<file path="config.mk">
export PLATFORM = sky130hd
export DESIGN_NAME = dqs_tap_sweep_cal
export DESIGN_NICKNAME = d
export VERILOG_FILES = /design/src/rtl/dqs_cal_pkg.sv /design/src/rtl/dqs_cal_timer.sv /design/src/rtl/dqs_cal_window.sv /design/src/rtl/dqs_tap_sweep_cal.sv
export SDC_FILE = /design/constraint.sdc
export NUM_CORES = 1
export LEC_CHECK = 0
export ABC_AREA = 1
export BUFFER_PORTS_ARGS = -buffer_cell sky130_fd_sc_hd__buf_2
export CAP_MARGIN = 5
export CORE_MARGIN = 5
export CORE_UTILIZATION = 63
export CTS_CLUSTER_SIZE = 30
export DETAILED_ROUTE_END_ITERATION = 16
export PLACE_DENSITY = 0.94
export SLEW_MARGIN = 40
export SYNTH_ARGS = -nofsm -noshare
export SYNTH_HDL_FRONTEND = slang
export SYNTH_HIERARCHICAL = 1
export SYNTH_SLANG_ARGS = --single-unit
</file>
<file path="constraint.sdc">
create_clock -name clk -period 3.92 [get_ports clk]
set_clock_uncertainty 0.15 [all_clocks]
set_input_delay 0 -clock clk [delete_from_list [all_inputs] [get_ports clk]]
set_output_delay 0 -clock clk [all_outputs]
set_load 0.02 [all_outputs]
</file>
<file path="src/rtl/dqs_cal_pkg.sv">
package dqs_cal_pkg;

    typedef enum logic [2:0] {
        CAL_IDLE   = 3'd0,
        CAL_APPLY  = 3'd1,
        CAL_WAIT   = 3'd2,
        CAL_STOP   = 3'd3,
        CAL_FINISH = 3'd4,
        CAL_DONE   = 3'd5
    } cal_state_t;

endpackage

</file>
<file path="src/rtl/dqs_cal_timer.sv">
module dqs_cal_timer #(
    parameter int TMO_W = 16
) (
    input  logic             clk,
    input  logic             rst_n,
    input  logic             run,
    input  logic [TMO_W-1:0] limit,
    output logic             expired
);

    logic [TMO_W-1:0] elapsed_q;

    always_ff @(posedge clk or negedge rst_n) begin
        if (!rst_n) begin
            elapsed_q <= '0;
        end else if (!run) begin
            elapsed_q <= '0;
        end else if (elapsed_q != limit) begin
            elapsed_q <= elapsed_q + 1'b1;
        end
    end

    assign expired = run && (elapsed_q == limit);

endmodule

</file>
<file path="src/rtl/dqs_cal_window.sv">
module dqs_cal_window #(
    parameter int TAP_W  = 6,
    parameter int PASS_W = 7
) (
    input  logic              clk,
    input  logic              rst_n,
    input  logic              clear,
    input  logic              update,
    input  logic              pass,
    input  logic [TAP_W-1:0]  tap,
    output logic              any_pass,
    output logic [PASS_W-1:0] pass_count,
    output logic [TAP_W-1:0]  mid_tap
);

    localparam int NUM_TAPS = 1 << TAP_W;
    localparam int FW       = TAP_W + 1;
    // Out-of-range value marks "no passing tap recorded yet".
    localparam logic [FW-1:0] SENTINEL = FW'(NUM_TAPS);

    logic [FW-1:0]     low_q;
    logic [TAP_W-1:0]  high_q;
    logic [PASS_W-1:0] cnt_q;
    logic [TAP_W:0]    sum;
    logic [TAP_W:0]    half;

    always_ff @(posedge clk or negedge rst_n) begin
        if (!rst_n) begin
            low_q  <= SENTINEL;
            high_q <= '0;
            cnt_q  <= '0;
        end else if (clear) begin
            low_q  <= SENTINEL;
            high_q <= '0;
            cnt_q  <= '0;
        end else if (update && pass) begin
            if (low_q == SENTINEL) begin
                low_q <= {1'b0, tap};
            end
            high_q <= tap;
            cnt_q  <= cnt_q + 1'b1;
        end
    end

    always_comb begin
        sum  = {1'b0, low_q[TAP_W-1:0]} + {1'b0, high_q};
        half = sum >> 1;
    end

    // Modulo the tap range: keep the low TAP_W bits.
    assign mid_tap    = half[TAP_W-1:0];
    assign any_pass   = (low_q != SENTINEL);
    assign pass_count = cnt_q;

endmodule

</file>
<file path="src/rtl/dqs_tap_sweep_cal.sv">
module dqs_tap_sweep_cal #(
    parameter int TAP_W      = 6,
    parameter int CNT_W      = 8,
    parameter int EXPECT_CNT = 8,
    parameter int TMO_W      = 16,
    parameter int PASS_W     = 7
) (
    input  logic              clk,
    input  logic              rst_n,
    input  logic              cal_start,
    input  logic [TAP_W-1:0]  tap_init,
    input  logic [TMO_W-1:0]  tmo_limit,
    output logic              bist_run,
    input  logic              bist_finished,
    input  logic [CNT_W-1:0]  bist_count,
    output logic [TAP_W-1:0]  tap_lane0,
    output logic [TAP_W-1:0]  tap_lane1,
    output logic              cal_busy,
    output logic              cal_done,
    output logic [PASS_W-1:0] pass_count
);
    import dqs_cal_pkg::*;

    localparam logic [TAP_W-1:0] LAST_TAP  = {TAP_W{1'b1}};
    localparam logic [CNT_W-1:0] GOOD_CNT  = CNT_W'(EXPECT_CNT);

    cal_state_t        state_q, state_d;
    logic [TAP_W-1:0]  sweep_q;
    logic [TAP_W-1:0]  lane_q;
    logic [TAP_W-1:0]  saved_q;
    logic              verdict_q;
    logic              tmo_hit;
    logic              win_any;
    logic [TAP_W-1:0]  win_mid;
    logic              accept;

    assign accept = (state_q == CAL_IDLE) && cal_start;

    // State register
    always_ff @(posedge clk or negedge rst_n) begin
        if (!rst_n) begin
            state_q <= CAL_IDLE;
        end else begin
            state_q <= state_d;
        end
    end

    // Next-state logic
    always_comb begin
        state_d = state_q;
        unique case (state_q)
            CAL_IDLE:   if (cal_start) state_d = CAL_APPLY;
            CAL_APPLY:  state_d = CAL_WAIT;
            CAL_WAIT:   if (bist_finished || tmo_hit) state_d = CAL_STOP;
            CAL_STOP:   state_d = (sweep_q == LAST_TAP) ? CAL_FINISH : CAL_APPLY;
            CAL_FINISH: state_d = CAL_DONE;
            CAL_DONE:   state_d = CAL_IDLE;
            default:    state_d = CAL_IDLE;
        endcase
    end

    // Outputs decoded from state
    always_comb begin
        bist_run = 1'b0;
        cal_busy = 1'b1;
        cal_done = 1'b0;
        unique case (state_q)
            CAL_IDLE:   cal_busy = 1'b0;
            CAL_WAIT:   bist_run = 1'b1;
            CAL_DONE:   cal_done = 1'b1;
            default:    ;
        endcase
    end

    // Sweep datapath
    always_ff @(posedge clk or negedge rst_n) begin
        if (!rst_n) begin
            sweep_q   <= '0;
            lane_q    <= '0;
            saved_q   <= '0;
            verdict_q <= 1'b0;
        end else begin
            unique case (state_q)
                CAL_IDLE: begin
                    if (cal_start) begin
                        saved_q <= tap_init;
                        sweep_q <= '0;
                    end
                end
                CAL_APPLY: begin
                    lane_q <= sweep_q;
                end
                CAL_WAIT: begin
                    if (bist_finished) begin
                        verdict_q <= (bist_count == GOOD_CNT);
                    end else if (tmo_hit) begin
                        verdict_q <= 1'b0;
                    end
                end
                CAL_STOP: begin
                    if (sweep_q != LAST_TAP) begin
                        sweep_q <= sweep_q + 1'b1;
                    end
                end
                CAL_FINISH: begin
                    lane_q <= win_any ? win_mid : saved_q;
                end
                CAL_DONE: ;
                default: ;
            endcase
        end
    end

    dqs_cal_timer #(
        .TMO_W (TMO_W)
    ) u_timer (
        .clk     (clk),
        .rst_n   (rst_n),
        .run     (state_q == CAL_WAIT),
        .limit   (tmo_limit),
        .expired (tmo_hit)
    );

    dqs_cal_window #(
        .TAP_W  (TAP_W),
        .PASS_W (PASS_W)
    ) u_window (
        .clk        (clk),
        .rst_n      (rst_n),
        .clear      (accept),
        .update     (state_q == CAL_STOP),
        .pass       (verdict_q),
        .tap        (sweep_q),
        .any_pass   (win_any),
        .pass_count (pass_count),
        .mid_tap    (win_mid)
    );

    assign tap_lane0 = lane_q;
    assign tap_lane1 = lane_q;

endmodule

</file>
[Word level (Yosys, flattened, before mapping)]
Index checks and enable logic that the tools add are counted.
Operators by class
  add/sub/neg operators: 4
  equal/unequal tests: 16
  multiplexer cells: 23
  reductions and logical operators: 15
Operators with widths (count)
  $mux 7: 5
  $mux 16: 2
  $mux 6: 5
  $pmux 6 s2: 2
  $add 16x1->16 const B: 1
  $eq 16x16->1: 1
  $ne 16x16->1: 1
  $pmux 3 s5: 1
  $reduce_bool 2->1: 5
  $mux 3: 3
  $eq 8x4->1 const B: 1
  $ne 2x2->1 const B: 4
  $reduce_and 2->1: 4
  $add 6x6->7: 1
  $add 7x1->7 const B: 1
  $eq 7x7->1 const B: 1
  $ne 7x7->1 const B: 1
  $add 6x1->6 const B: 1
  $eq 3x2->1 const B: 2
  $eq 3x3->1 const B: 2
  $eq 6x6->1 const B: 1
  $ne 6x6->1 const B: 1
  $mux 1: 5
  $eq 3x1->1 const B: 1
  other kinds (4): 6
Word-level totals
  flip-flop bits (word level): 58
  input port bits: 34
  output and inout bits: 22
  word-level logic and storage cells: 67

[Longest topological paths before layout]
Gate-level depths: netlist of run 1.
  depth in word-level cells: 5
  mapped depth: 12
  mapped depth without buffers: 11

[Cells and area by module]
The synthesis of run 1 kept the hierarchy.
Modules (own cells, without submodules)
  dqs_cal_timer: instances 1, cells each 268, area an instance 1587.8 um^2, seq. area each 400.4 um^2
  dqs_tap_sweep_cal: instances 1, cells each 159, area an instance 1236.2 um^2, seq. area each 550.5 um^2
  dqs_cal_window: instances 1, cells each 162, area an instance 1188.6 um^2, seq. area each 501.7 um^2

[Least setup slack after synthesis of run 1]
Ideal clock, no wire load.
  path type: flip-flop to flip-flop
  from: reg state_q[2]
  to: reg verdict_q
  setup time: 0.120 ns
  data arrival time: 1.834 ns
  required time: 3.650 ns
  path slack: 1.815 ns
  stages on the path, launching flop included: 11
  path buffers: 1
  period minus slack after synthesis: 2.105 ns
  path through: dfrtp_1 inv_2 nand2_1 nor2_1 buf_1 o21ai_0 nor3_1 and3_1 nor2_1 o21ai_0 nand2_1
On the way
  longest elaborated chain between the ends: 4
RTL lines
  from (decl): line dqs_tap_sweep_cal.sv:27  | cal_state_t state_q, state_d;
  from (signal assigned): line dqs_tap_sweep_cal.sv:44  | state_q <= state_d;
  $eq 3x2->1: line dqs_tap_sweep_cal.sv:119  | .run (state_q == CAL_WAIT),
  $logic_and 1x1->1: line dqs_cal_timer.sv:23  | assign expired = run && (elapsed_q == limit);
  named net tmo_hit: line dqs_tap_sweep_cal.sv:32  | logic tmo_hit;
  $reduce_bool 2->1 (no line)
  $reduce_and 2->1 (no line)
  to (signal assigned): line dqs_tap_sweep_cal.sv:95  | verdict_q <= (bist_count == GOOD_CNT);
  to (decl): line dqs_tap_sweep_cal.sv:31  | logic verdict_q;
The timed path passes the listed nets, and every way through them passes these cells.
A chain may end at the register's enable or synchronous reset.

[Final worst setup path of run 1]
Ends and elaborated chain as after synthesis.

==> results of run 1 <==
per-layer routing:
| metal | vias to the layer above | share of wire [%] | track usage (%) | wire, um |
|---|---|---|---|---|
| met5 | - | 0 | 0 | 0 |
| met4 | 0 | 2.2 | 11.0 | 215 |
| met3 | 28 | 7.3 | 4.67 | 732 |
| met2 | 184 | 48 | 41.5 | 4780 |
| met1 | 1882 | 43 | 32.3 | 4250 |
| li1 | 1974 | - | - | - |
layout make-up:
cell class                      count  area (um^2)  area share (%)
Sequential cell                    58         1450            31.8
Multi-Input combinational cell    421         2070            45.3
Inverter                           89          335            7.33
Timing Repair Buffer               73          450            9.85
Clock buffer                       13          149            3.26
Tap cell                           77         96.3            2.11
Clock inverter                      3         15.0           0.328
placed cells by master, fill, tap and decap left out:
master / instances
clkinv_2: 4
o21bai_1: 1
a21oi_1: 11
clkbuf_8: 10
dlygate4sd3_1: 16
nand3b_1: 1
buf_4: 2
nor2_2: 5
o21ai_0: 24
nor2_1: 61
ha_1: 8
o211ai_1: 2
nand3_1: 43
nand2_4: 4
buf_2: 55
nand4_1: 20
nand3_2: 13
o21ai_2: 2
nor2_4: 2
o21ai_1: 8
clkbuf_1: 3
inv_2: 16
xnor2_1: 2
nand2_2: 5
fa_1: 1
dfstp_2: 1
xor2_1: 8
and3_1: 1
dfrtp_1: 57
nor3_1: 5
nand3_4: 1
nand2_1: 193
inv_1: 72
through the flow:
step / total power, uW / utilization, % / hold WS (ps)
after global placement: 1480 / 67.7 / -244
final: 2020 / 72.8 / 112
after floorplan: 1360 / - / -446
after global routing: 2140 / 72.8 / 164
after detailed placement: 1510 / 67.7 / -239
after CTS: 2010 / 72.8 / 100
logic make-up (layout without fill, tap and decap cells):
family,Yosys count,in the layout,synth area share (%)
simple gates,354,354,40.1
buf+inv,110,178,12.2
flops,58,58,36.2
compound gates,48,48,6.36
xor+xnor,10,10,2.18
fa+ha+maj,9,9,2.99
power breakdown:
part | leakage [uW] | internal, uW | switching [uW]
Clock | 0.0000872 | 244 | 240
Sequential | 0.000779 | 699 | 102
Combinational | 0.00171 | 233 | 503
Total | 0.00258 | 1180 | 844
registers in the layout, indices dropped and copies added (netlist names):
register	flops
u_window/low_q	7
state_q	3
verdict_q	1
saved_q	6
sweep_q	6
u_window/pass_count	7
u_timer/elapsed_q	16
u_window/high_q	6
tap_lane0	6
path summary, 6_finish.rpt:
check	to	slack (ps)	startpoint	cells past startpoint
worst min-delay path	u_timer/elapsed_q[6]	110	tmo_limit[6]	8
min in group asynchronous	u_window/low_q[0]	140	rst_n	3
worst min register to register	u_window/low_q[6]	320	u_window/low_q[6]	2
max in group asynchronous	u_timer/elapsed_q[5]	2630	rst_n	3
worst max-delay path	verdict_q	420	state_q[2]	13
worst max register to register	verdict_q	420	state_q[2]	13
critical path, stage by stage (launching register included):
cell           delay, ps
dfrtp_1              420
inv_2                170
nand2_1               90
nor2_2                90
buf_4                350
o21ai_0              190
nor3_1               330
and3_1               240
nor2_1                70
nor2_1               100
nand3_1               70
dlygate4sd3_1        560
nand2_1               70
dlygate4sd3_1        540
what timing repair did:
item,4_1_cts,5_1_grt
hold endpoints to repair,66,0
hold buffers,16,0
buffers inserted,0,0
==> flow_metrics.tcl, run 1 <==
set metrics [dict create \
    yosysWarnings 6 \
    drt_iter0_drc 346 \
    timing.final.crit_share_pct 89.2 \
    hp-class "input pin to flip-flop" \
    wl_um 9980 \
    syn_area_per_cell_um2 6.81 \
    vdd_drop_max_mv 0.450 \
    synth_top_area_share_pct 35.5 \
    end_kind "flip-flop" \
    final.fill_count 479 \
    drtPass1Iterations 5 \
    die_h_um 89.8 \
    cts_tree "built" \
    rsz0062_at_grt "false" \
    dieArea_mm2 0.00806 \
    synthTopCellsByCount "193 x nand2_1, 72 x inv_1, 62 x nor2_1, 57 x dfrtp_1, 43 x nand3_1" \
    synth_edf_count 0 \
    yosysMostFrequentCell "nand2_1" \
    clkLatencyLatePin_ps 340 \
    finalHoldViolations 0 \
    path_max_fanout 35 \
    ant_nets 0 \
    route.detailed.drc 0 \
    max_slew_margin_pct 59.0 \
    antenna_found_initial 0 \
    port_buffers 55 \
    via_count 4068 \
    clockRootBuffer "clkbuf_8" \
    synth-async-reset-ratio_pct 100 \
    slew_violations 0 \
    layout_setup_ws_ps 423 \
    cp.required_ps 4050 \
    cts_max_level 3 \
    wl_per_cell_um 13.6 \
    place_ws_ps 1710 \
    coreArea_mm2 0.00628 \
    grtUsageTotal_pct 25.2 \
    fmax_mhz 286 \
    dpl-instance-area_mm2 0.00425 \
    setup_violations 0 \
    antenna_cells 0 \
    fin_tns_setup_ps 0 \
    ys_seq_area_share_pct 36.2 \
    synthesis.nets 632 \
    dp.cells 702 \
    maxCapViolCount 0 \
    synth_top_cell_by_area "dfrtp_1" \
    status "finished clean" \
    grt_pass1_wl_um 17000 \
    pin_count 56 \
    synth_top_cells_by_area "dfrtp_1 36%, nand2_1 18%, inv_1 6.7%, nor2_1 5.8%, nand3_1 5.4%" \
    synth_cell_types 34 \
    final_layout_size_suffix_gt1_share_pct 18.3 \
    period_minus_slack_ps 3500 \
    synth_ff_type "dfrtp_1" \
    cp_data_arrival_time_ps 3620 \
    grt_max_degree 46 \
    start_util_pct 63.9 \
    synth_area_mm2 0.00401 \
    critical_path_class "flip-flop to flip-flop" \
    p_per_area_mw_per_mm2 442 \
    area_delta_synth_final_pct 13.9 \
    cts_resized 0 \
    numCtsBuffers 9 \
    gp_congestion 0.929 \
    cts_buffer_depth 2 \
    clock_sinks 58 \
    nets 695 \
    stdcell_count 734 \
    crit_path_start_kind "flip-flop" \
    fp-row-count 29 \
    overflow 0 \
    path_clk_slew_ps 70 \
    syn-instance-count 589 \
    vias_per_cell 5.54 \
    die_x_um 89.8 \
    ys_ff_latch 58 \
    grt_pass1_vias 3923 \
    tightestPinTransition_ps 613 \
    p_leak_uw 0.00258 \
    design_area_mm2 0.00457 \
    place_hpwl_um 7110 \
]
(Power assumes the default switching activity.)
==> inputs of run 2 (changes only) <==
--- a/config.mk
+++ b/config.mk
@@ -12,6 +12,7 @@
 export CORE_UTILIZATION = 63
 export CTS_CLUSTER_SIZE = 30
 export DETAILED_ROUTE_END_ITERATION = 16
+export GPL_TIMING_DRIVEN = 0
 export PLACE_DENSITY = 0.94
 export SLEW_MARGIN = 40
 export SYNTH_ARGS = -nofsm -noshare
==> run 2 against run 1 <==
  * Wire length grew 4.0%
  * Sequential cell count is the same
  * Final cell count grew 3.3%
  * Sequential power shrank 0.7%
  * Sequential share of layout area shrank 1.3 points
  * Critical path depth is the same
  * Setup slack gained 91 ps
  * Register-to-register slack gained 90 ps
  * Non-clock buffer count grew 24
  * Largest power group is now combinational logic
  * Highest routed layer unchanged
==> flow_metrics.tcl, run 2 (synthesized netlist as in run 1, its figures left out) <==
set metrics [dict create \
    status "finished clean" \
    maxCapViolCount 0 \
    grt_pass1_wl_um 17500 \
    die_h_um 89.8 \
    rsz0062_at_grt "false" \
    design_area_mm2 0.00477 \
    vias_per_cell 5.46 \
    wl_um 10400 \
    wl_per_cell_um 13.7 \
    area_delta_synth_final_pct 19.0 \
    die_x_um 89.8 \
    setup_violations 0 \
    period_minus_slack_ps 3410 \
    cp_data_arrival_time_ps 3540 \
    largest_register "u_timer/elapsed_q" \
    stdcell_count 758 \
    dieArea_mm2 0.00806 \
    nets 719 \
    path_delay_family "buffers and inverters" \
    layout_commonest_cell "nand2_1" \
    fmax_mhz 294 \
    max_slew_margin_pct 67.4 \
    power_uw 2120 \
    finalHoldViolations 0 \
    timing.final.crit_share_pct 86.9 \
    grt_max_degree 59 \
    cts_tree "built" \
    grt_pass1_vias 4005 \
    tightestPinTransition_ps 489 \
    hp-class "input pin to flip-flop" \
    slew_violations 0 \
    cts_resized 0 \
    drt_iter0_drc 259 \
    vdd_drop_max_mv 0.545 \
    cp_slowest_cell "dlygate4sd3_1" \
    overflow 0 \
    p_per_area_mw_per_mm2 443 \
    antenna_found_initial 0 \
    crit_path_cell_trace "inv_2 > nand2_1 > nor2_1 > buf_1 > o21ai_0 > nor3_1 > and3_1 > nor2_1 > nor2_1 > nand3_1 > dlygate4sd3_1 > nand2_1 > dlygate4sd3_1" \
    via_count 4142 \
    coreArea_mm2 0.00628 \
    dpl-instance-area_mm2 0.00439 \
    fp-row-count 29 \
    largest_reg_flops 16 \
    start_util_pct 63.9 \
    place_hpwl_um 7470 \
    crit_path_start_kind "flip-flop" \
    pin_count 56 \
    antenna_cells 0 \
    port_buffers 55 \
    clockRootBuffer "clkbuf_8" \
    critical_path_class "flip-flop to flip-flop" \
    layout_common_cells "193 x nand2_1, 72 x inv_1, 62 x nor2_1" \
    route.detailed.drc 0 \
    clock_sinks 58 \
    final_layout_size_suffix_gt1_share_pct 20.0 \
    crit_buf_inv 4 \
    crit_top_cell "nor2_1" \
    cp.required_ps 4050 \
    path_clk_slew_ps 70 \
    fin_tns_setup_ps 0 \
    drtPass1Iterations 5 \
    slowest_delay_ps 580 \
    end_kind "flip-flop" \
    dp.cells 721 \
    path_max_fanout 8 \
    ant_nets 0 \
    numCtsBuffers 9 \
    p_leak_uw 0.00269 \
    cts_max_level 3 \
    gp_congestion 0.888 \
    cts_buffer_depth 2 \
    clkLatencyLatePin_ps 340 \
    grtUsageTotal_pct 26.2 \
]
-- run 2: cell count changes in the layout (fill, tap and decap cells not counted), moves of 2 or more --
cell           previous run  this run
buf_4                     2        11
dlygate4sd3_1            16        20
buf_2                    55        58
buf_6                     0         3
clkbuf_1                  3         5
-- run 2: cell type report --
class | count | area, um^2
inverter | 89 | 335
clock inverter | 3 | 17.5
fill | 463 | 1500
tap | 77 | 96.3
sequential | 58 | 1450
buffer | 21 | 154
timing repair buffer | 76 | 498
clock buffer | 13 | 149
multi-input combinational | 421 | 2070
-- run 2: worst paths after layout --
path / startpoint / cells past startpoint / slack (ps) / end
max: state_q[2] / 13 / 510 / verdict_q
min: tmo_limit[11] / 8 / 60 / u_timer/elapsed_q[2]
max reg2reg: state_q[2] / 13 / 510 / verdict_q
min reg2reg: u_window/low_q[6] / 2 / 320 / u_window/low_q[6]
max in group asynchronous: rst_n / 4 / 2650 / u_timer/elapsed_q[13]
min in group asynchronous: rst_n / 3 / 470 / u_window/pass_count[3]
-- run 2: report_power, final --
part,switching (uW),internal (uW)
logic,537,297
clock network,242,245
registers,95.7,699
-- run 2: metrics by stage --
| stage | utilization (%) | hold slack, ps | worst slack [ps] |
|---|---|---|---|
| global placement | 69.8 | 63.2 | 1720 |
| finish | 76.0 | 60.8 | 514 |
| CTS | 75.6 | 51.9 | 578 |
| floorplan | - | -446 | 1820 |
| detailed placement | 69.9 | -42.6 | 1610 |
| global route | 76.0 | 107 | 321 |
-- run 2: per-layer routing --
layer  vias to the layer above  GRT usage [%]  part of all wire (%)
li1                       2019              -                     -
met1                      1905           32.6                    41
met2                       187           44.6                    49
met3                        31           4.01                   6.8
met4                         0           12.2                   2.5
met5                         -              0                     0
-- run 2: worst min-delay path: stages --
cell and delay (ps):
buf_2 80, nand2_1 60, nand2_1 50, nor2_1 30, nand2_1 90, nor2_4 70
nand4_1 70, nand2_1 50
-- run 2: timing repair --
| item | CTS | global route |
|---|---|---|
| hold buffers | 19 | 1 |
| hold endpoints to repair | 67 | 21 |
| buffers inserted | 0 | 0 |
